`src/rtl/uart_rdy_pkg.sv`:
```
// Package: shared mode encoding for the ready/interrupt block.
// Assumes: one mode is in effect per cycle, derived from two control inputs.
package uart_rdy_pkg;

    typedef enum logic [1:0] {
        MODE_HOLD   = 2'd0,
        MODE_SINGLE = 2'd1,
        MODE_BLOCK  = 2'd2
    } rdy_mode_e;

    // Map the two control inputs onto one operating mode.
    function automatic rdy_mode_e mode_of(input logic fifo_on, input logic blk);
        if (!fifo_on) return MODE_HOLD;
        if (blk)      return MODE_BLOCK;
        return MODE_SINGLE;
    endfunction

endpackage

```
`src/rtl/uart_rdy_fifo.sv`:
```
// Module: byte FIFO with occupancy counter and a run-time capacity limit.
// Assumes: DEPTH is a power of two; cap is between 1 and DEPTH.
// Head byte is shown ahead on dout; lvl_next is the level after this edge.
module uart_rdy_fifo #(
    parameter int DEPTH = 128,
    parameter int DW    = 8,
    localparam int AW   = $clog2(DEPTH),
    localparam int LW   = $clog2(DEPTH + 1)
) (
    input  logic          clk,
    input  logic          rst_n,
    input  logic [LW-1:0] cap,
    input  logic          push,
    input  logic [DW-1:0] din,
    input  logic          pop,
    output logic [DW-1:0] dout,
    output logic [LW-1:0] lvl,
    output logic [LW-1:0] lvl_next
);

    logic [DW-1:0] mem [DEPTH];
    logic [AW-1:0] wptr, rptr;
    logic          pop_ok, push_ok;

    // Decide which accesses take effect this cycle.
    always_comb begin
        pop_ok  = pop && (lvl != '0);
        push_ok = push && ((lvl < cap) || pop_ok);
    end

    // Next occupancy from the accepted accesses.
    always_comb begin
        case ({push_ok, pop_ok})
            2'b10:   lvl_next = lvl + LW'(1);
            2'b01:   lvl_next = lvl - LW'(1);
            default: lvl_next = lvl;
        endcase
    end

    // Pointers and level counter.
    always_ff @(posedge clk) begin
        if (!rst_n) begin
            wptr <= '0;
            rptr <= '0;
            lvl  <= '0;
        end else begin
            if (push_ok) wptr <= wptr + AW'(1);
            if (pop_ok)  rptr <= rptr + AW'(1);
            lvl <= lvl_next;
        end
    end

    // Byte storage write port.
    always_ff @(posedge clk) begin
        if (push_ok) mem[wptr] <= din;
    end

    assign dout = mem[rptr];

    // occupancy never exceeds the storage size
    a_r1_no_overflow: assert property (@(posedge clk) disable iff (!rst_n)
        lvl <= LW'(DEPTH));

    // a lone pop on an empty FIFO leaves it empty
    a_r1_pop_empty: assert property (@(posedge clk) disable iff (!rst_n)
        (lvl == '0 && pop && !push) |=> (lvl == '0));

    // push with pop on a non-empty FIFO keeps the level
    a_r1_push_pop_same: assert property (@(posedge clk) disable iff (!rst_n)
        (lvl != '0 && pop && push) |=> $stable(lvl));

endmodule

```
`src/rtl/uart_rdy_trig.sv`:
```
// Module: registered threshold compare for one FIFO level.
// Assumes: raw threshold is clamped into 1..DEPTH; ge_q tracks the level
// registered on the same edge, so it never glitches.
module uart_rdy_trig #(
    parameter int DEPTH = 128,
    parameter int TW    = 8,
    localparam int LW   = $clog2(DEPTH + 1)
) (
    input  logic          clk,
    input  logic          rst_n,
    input  logic [TW-1:0] trig_raw,
    input  logic [LW-1:0] lvl_next,
    output logic          ge_d,
    output logic          ge_q
);

    int unsigned eff;

    // Clamp the threshold and compare against the coming level.
    always_comb begin
        if (trig_raw == '0)                     eff = 1;
        else if (int'(trig_raw) > DEPTH)        eff = DEPTH;
        else                                    eff = int'(trig_raw);
        ge_d = int'(lvl_next) >= eff;
    end

    // Register the compare result.
    always_ff @(posedge clk) begin
        if (!rst_n) ge_q <= 1'b0;
        else        ge_q <= ge_d;
    end

endmodule

```
`src/rtl/uart_rdy_signal.sv`:
```
// Module: decodes mode, levels and threshold flags into the ready strobes
// and interrupt requests; owns the timeout latch and the block-mode hold.
// Assumes: levels and flags come from registers in the same clock domain.
module uart_rdy_signal
    import uart_rdy_pkg::*;
#(
    parameter int DEPTH = 128,
    localparam int LW   = $clog2(DEPTH + 1)
) (
    input  logic          clk,
    input  logic          rst_n,
    input  rdy_mode_e     mode,
    input  logic          tx_int_sel,
    input  logic          tx_shift_busy,
    input  logic          rx_timeout,
    input  logic          rx_pop,
    input  logic [LW-1:0] rx_lvl,
    input  logic [LW-1:0] rx_lvl_next,
    input  logic [LW-1:0] tx_lvl,
    input  logic          rx_ge_d,
    input  logic          rx_ge_q,
    input  logic          tx_ge_q,
    output logic          rxrdy_n,
    output logic          txrdy_n,
    output logic          rx_irq,
    output logic          tx_irq
);

    logic tmo_q, tmo_d, hold_q, hold_d;

    // Next timeout latch: a new pulse wins over a clearing read.
    always_comb begin
        if (rx_timeout)  tmo_d = 1'b1;
        else if (rx_pop) tmo_d = 1'b0;
        else             tmo_d = tmo_q;
    end

    // Next block-mode hold: set by threshold or timeout, cleared on empty.
    always_comb begin
        if (rx_lvl_next == '0) hold_d = 1'b0;
        else                   hold_d = hold_q | rx_ge_d | tmo_d;
    end

    // Latch and hold registers.
    always_ff @(posedge clk) begin
        if (!rst_n) begin
            tmo_q  <= 1'b0;
            hold_q <= 1'b0;
        end else begin
            tmo_q  <= tmo_d;
            hold_q <= hold_d;
        end
    end

    // Output decode per operating mode.
    always_comb begin
        unique case (mode)
            MODE_BLOCK: begin
                rxrdy_n = !hold_q;
                txrdy_n = (tx_lvl == LW'(DEPTH));
            end
            default: begin
                rxrdy_n = (rx_lvl == '0);
                txrdy_n = (tx_lvl != '0);
            end
        endcase
        if (mode == MODE_HOLD) begin
            rx_irq = (rx_lvl != '0);
            tx_irq = (tx_lvl == '0) && !(tx_int_sel && tx_shift_busy);
        end else begin
            rx_irq = rx_ge_q;
            tx_irq = !tx_ge_q && ((tx_lvl != '0) || !(tx_int_sel && tx_shift_busy));
        end
    end

    // once held, block-mode receive ready stays until the FIFO is empty
    a_r5_hold_until_empty: assert property (@(posedge clk) disable iff (!rst_n)
        hold_q |=> (hold_q || rx_lvl == '0));

    // a timeout with stored data and no read sets the hold
    a_r10_timeout_sets: assert property (@(posedge clk) disable iff (!rst_n)
        (rx_timeout && !rx_pop && rx_lvl != '0) |=> hold_q);

endmodule

```
`src/rtl/uart_fifo_ready_ctrl.sv`:
```
// Module (top): one UART channel's FIFOs plus ready strobes and interrupts.
// Assumes: one clock; receiver pushes/host pops RX, host pushes/shifter pops TX.
module uart_fifo_ready_ctrl
    import uart_rdy_pkg::*;
#(
    parameter int DEPTH = 128,
    parameter int DW    = 8,
    parameter int TW    = 8,
    localparam int LW   = $clog2(DEPTH + 1)
) (
    input  logic          clk,
    input  logic          rst_n,
    input  logic          fifo_en,
    input  logic          block_mode,
    input  logic          tx_int_sel,
    input  logic [TW-1:0] rx_trig,
    input  logic [TW-1:0] tx_trig,
    input  logic          rx_push,
    input  logic [DW-1:0] rx_din,
    input  logic          rx_pop,
    output logic [DW-1:0] rx_dout,
    input  logic          tx_push,
    input  logic [DW-1:0] tx_din,
    input  logic          tx_pop,
    output logic [DW-1:0] tx_dout,
    input  logic          tx_shift_busy,
    input  logic          rx_timeout,
    output logic [LW-1:0] rx_level,
    output logic [LW-1:0] tx_level,
    output logic          rxrdy_n,
    output logic          txrdy_n,
    output logic          rx_irq,
    output logic          tx_irq
);

    rdy_mode_e     mode;
    logic [LW-1:0] cap, rx_lvl_next, tx_lvl_next;
    logic          rx_ge_d, rx_ge_q, tx_ge_d, tx_ge_q;

    // Mode and effective capacity.
    always_comb begin
        mode = mode_of(fifo_en, block_mode);
        cap  = fifo_en ? LW'(DEPTH) : LW'(1);
    end

    uart_rdy_fifo #(.DEPTH(DEPTH), .DW(DW)) u_rx_fifo (
        .clk(clk), .rst_n(rst_n), .cap(cap),
        .push(rx_push), .din(rx_din), .pop(rx_pop), .dout(rx_dout),
        .lvl(rx_level), .lvl_next(rx_lvl_next));

    uart_rdy_fifo #(.DEPTH(DEPTH), .DW(DW)) u_tx_fifo (
        .clk(clk), .rst_n(rst_n), .cap(cap),
        .push(tx_push), .din(tx_din), .pop(tx_pop), .dout(tx_dout),
        .lvl(tx_level), .lvl_next(tx_lvl_next));

    uart_rdy_trig #(.DEPTH(DEPTH), .TW(TW)) u_rx_trig (
        .clk(clk), .rst_n(rst_n), .trig_raw(rx_trig),
        .lvl_next(rx_lvl_next), .ge_d(rx_ge_d), .ge_q(rx_ge_q));

    uart_rdy_trig #(.DEPTH(DEPTH), .TW(TW)) u_tx_trig (
        .clk(clk), .rst_n(rst_n), .trig_raw(tx_trig),
        .lvl_next(tx_lvl_next), .ge_d(tx_ge_d), .ge_q(tx_ge_q));

    uart_rdy_signal #(.DEPTH(DEPTH)) u_signal (
        .clk(clk), .rst_n(rst_n), .mode(mode),
        .tx_int_sel(tx_int_sel), .tx_shift_busy(tx_shift_busy),
        .rx_timeout(rx_timeout), .rx_pop(rx_pop),
        .rx_lvl(rx_level), .rx_lvl_next(rx_lvl_next), .tx_lvl(tx_level),
        .rx_ge_d(rx_ge_d), .rx_ge_q(rx_ge_q), .tx_ge_q(tx_ge_q),
        .rxrdy_n(rxrdy_n), .txrdy_n(txrdy_n), .rx_irq(rx_irq), .tx_irq(tx_irq));

    // in block mode a non-full transmit FIFO never reports not-ready
    a_r6_block_tx_space: assert property (@(posedge clk) disable iff (!rst_n)
        (mode == MODE_BLOCK && tx_level < LW'(DEPTH)) |-> !txrdy_n);

endmodule

```
`config.mk`:
```
export PLATFORM = sky130hd
export DESIGN_NAME = uart_fifo_ready_ctrl
export DESIGN_NICKNAME = d
export VERILOG_FILES = /design/src/rtl/uart_rdy_pkg.sv /design/src/rtl/uart_rdy_fifo.sv /design/src/rtl/uart_rdy_trig.sv /design/src/rtl/uart_rdy_signal.sv /design/src/rtl/uart_fifo_ready_ctrl.sv
export SDC_FILE = /design/constraint.sdc
export NUM_CORES = 2
export LEC_CHECK = 0
export ABC_CLOCK_PERIOD_IN_PS = 5000
export BUFFER_PORTS_ARGS = -buffer_cell sky130_fd_sc_hd__buf_2
export CAP_MARGIN = 20
export CELL_PAD_IN_SITES_DETAIL_PLACEMENT = 2
export CELL_PAD_IN_SITES_GLOBAL_PLACEMENT = 2
export CORE_ASPECT_RATIO = 0.75
export CORE_MARGIN = 3
export CORE_UTILIZATION = 31
export DETAILED_ROUTE_END_ITERATION = 10
export GPL_TIMING_DRIVEN = 0
export PLACE_DENSITY_LB_ADDON = 0.15
export SYNTH_ARGS = -nofsm -noshare
export SYNTH_HDL_FRONTEND = slang
export SYNTH_SLANG_ARGS = --single-unit
export TNS_END_PERCENT = 50
```
`constraint.sdc`:
```
create_clock -name clk -period 5 [get_ports clk]
set_input_delay 0.5 -clock clk [delete_from_list [all_inputs] [get_ports clk]]
set_output_delay 0.5 -clock clk [all_outputs]
set_load 0.01 [all_outputs]
```
==> run_results.csv <==
group,metric,value,unit
cts,cts_tree,"built",
placement,dp_hpwl,177000,um
grt,track_usage,18.9,%
grt,grt_pass1_vias,43100,
layout,layout_commonest_cell,"edfxtp_1",
timing,finalHoldViolations,0,
layout,layout-drive-gt1-share,28.7,%
critical_path,cp_slowest_stage_delay,0.60,ns
floorplan,die_w,601,um
timing,setup-tns-final,0,ns
power,ir_drop,0.272,mV
cts,cts_buffers,224,
routing,vias_per_cell,5.19,
cts,clock-sinks,2110,
critical_path,cp_top_family,"buffers and inverters",
floorplan,start_util,31.2,%
cts,clk_path_buf_depth,4,
power,p_leak,28.5,nW
status,outcome,"complete, no violations",
floorplan,dieArea,271000,sq um
routing,antenna_left,0,
layout,final_cell_mix,"edfxtp_1 (2,048), mux4_2 (624), nor2_1 (306), clkbuf_16 (228), clkbuf_1 (115)",
critical_path,required,4.50,ns
synth,ys_seq_area_share,76.3,%
grt,grt_max_degree,99,
critical_path,worst-path-buf-inv,3,
routing,drt_iter0_drc,4415,
critical_path,worstSetupPathType,"reg -> out",
routing,wl_per_cell,33.2,um
synth,synth_edf_count,2048,
layout,layoutNonFillerInstCount,7788,
timing,fin_crit_sh,99.7,%
synth,synth_fp_nets,3786,
placement,portBuffers,76,
routing,wirelength,259000,um
grt,antenna_found_initial,22,
floorplan,coreArea,263000,sq um
timing,relSlewSlack,19.1,%
layout,register_area,62700,sq um
layout,final_core_util,36.2,%
critical_path,crit_chain,"clkbuf_2 > clkbuf_2 > mux4_2 > mux4_2 > a22oi_1 > nand4_1 > buf_2",
critical_path,cp-start-kind,"register",
timing,hold_ws,0.0812,ns
synth,async_flop_share,0,%
floorplan,die_height,452,um
synth,synth.distinct_cells,60,
layout,area_delta_synth_final,16.1,%
cts,path_clk_slew,0.06,ns
min_path,hp-class,"in -> reg",
power,finalPower,42.8,mW
critical_path,path_max_fanout,10,
job,drv_cap,0,
layout,fin_nets,4147,
routing,first_pass_iters,6,
synth,synth_area,82200,sq um
synth,synthCells,3707,
synth,synth_warnings,0,
floorplan,std_cell_rows,163,
critical_path,cp_slowest_cell,"mux4_2",
routing,vias,40400,
cts,clock_latency,0.88,ns
timing,rsz0062_at_grt,"false",
synth,synth_seq_cells,2110,
timing,skew,0.0535,ns
grt,gr-total-overflow,0,
placement,dp_cells,7375,
routing,drc_errors,0,
timing,worstMarginPinSlew,1.21,ns
power,powerDensity,449,nW/um^2
layout,multi_input_comb_area,18700,sq um
synth,avgSynthCellArea,22.2,sq um
layout,fillCellCount,25100,
placement,place_congestion,0.801,
critical_path,endpoint_kind,"output pin",
timing,setup-violations-final,0,
cts,htreeDepth,4,
timing,report.final.slew_viol_count,0,
cts,root_buffer,"clkbuf_16",
synth,ys.flop_type,"edfxtp_1",
timing,min_period,4.99,ns
floorplan,io_pins,79,
grt,grt_pass1_wl,360000,um
timing,clock.fmax,0.201,GHz
critical_path,cp.arrival,4.49,ns
-- where the power goes --
group	leakage, nW	internal [mW]	switching, mW
logic	6.27	2.86	4.16
registers	18.9	19.6	0.181
clock network	3.34	8.99	7.06
total	28.5	31.4	11.4
-- final cells by class --
type / instances / share of cell area, %
diodes: 2 / 0.00525
plain buffers: 184 / 1.08
clock buffers: 280 / 6.20
clock inverters: 117 / 0.948
inverters: 12 / 0.0472
multi-input cells: 1398 / 19.6
flip-flops and latches: 2110 / 65.8
well taps: 3547 / 4.65
repair buffers: 138 / 1.67
-- flip-flops by register name, indices dropped and copies added (netlist names), named ones only --
register and flops:
u_signal.tmo_q 1, u_rx_trig.ge_q 1, u_tx_fifo.mem 1024, u_tx_fifo.lvl 8, u_rx_fifo.rptr 7, u_tx_fifo.wptr 7
u_tx_fifo.rptr 7, u_signal.hold_q 1, u_rx_fifo.mem 1024, u_rx_fifo.lvl 8, u_tx_trig.ge_q 1, u_rx_fifo.wptr 7
-- path summary, 6_finish.rpt --
path / cells past startpoint / end / slack (ns) / startpoint
max: 7 / rx_dout[3] / 0.01 / register
min: 1 / u_tx_fifo.mem[7][1] / 0.08 / tx_din[1]
max reg2reg: 6 / u_tx_fifo.mem[67][2] / 0.34 / u_tx_fifo.lvl[0]
min reg2reg: 2 / u_rx_fifo.rptr[1] / 0.51 / u_rx_fifo.rptr[1]
-- metrics by stage --
| step | setup WS (ns) | instance area (sq um) |
|---|---|---|
| final | 0.0133 | 95400 |
| after global placement | -0.317 | 87000 |
| after floorplan | 0.901 | 82200 |
| after global routing | 0.0135 | 95400 |
| after CTS | -0.0201 | 95200 |
| after detailed placement | -0.140 | 88100 |
-- cell families (layout without fill, tap and decap cells) --
kind of cell | after synthesis | after routing | share of synthesized area [%]
adders and majority gates | 36 | 36 | 0.566
DFF | 2110 | 2110 | 76.3
and+or+nand+nor | 505 | 505 | 2.74
muxes | 671 | 671 | 17.7
AOI/OAI and AO/OA | 151 | 151 | 1.31
xor gates and xnor gates | 35 | 35 | 0.373
other | 0 | 2 | 0
buffers and inverters | 199 | 731 | 1.01
-- metal layers --
layer | part of all wire [%] | routed length, um | vias to the layer above | global-route usage [%]
met5 | 0 | 0 | - | 0
met4 | 2.0 | 5230 | 0 | 4.08
met3 | 8.2 | 21300 | 294 | 5.64
met2 | 41 | 106000 | 1253 | 25.7
met1 | 49 | 126000 | 22500 | 29.4
li1 | - | - | 16400 | -
-- synth_stat cells, types with 5 or more instances --
library cell,count,area share [%]
and2_1,18,0.14
buf_2,65,0.40
a21oi_1,21,0.13
nor3b_1,5,0.046
nor3_1,6,0.037
dfxtp_1,62,1.5
a22oi_1,64,0.58
nor2_1,307,1.4
o21ai_0,18,0.11
edfxtp_1,2048,75
buf_1,25,0.11
mux4_2,624,17
xor2_1,24,0.26
a21o_1,7,0.064
nand2_1,67,0.31
nand4_1,24,0.18
mux2i_1,34,0.41
inv_1,12,0.055
nand3_1,23,0.14
mux2_2,13,0.18
clkbuf_1,97,0.44
xnor2_1,11,0.12
nor2b_1,20,0.15
ha_1,34,0.52
o211ai_1,16,0.15
-- what timing repair did --
item	4_1_cts	5_1_grt
pin swaps	4	4
setup endpoints to repair	17	14
buffers inserted	0	1
hold endpoints to repair	96	0
gates resized for setup	99	26
hold buffers	6	0
(Power assumes the default switching activity.)
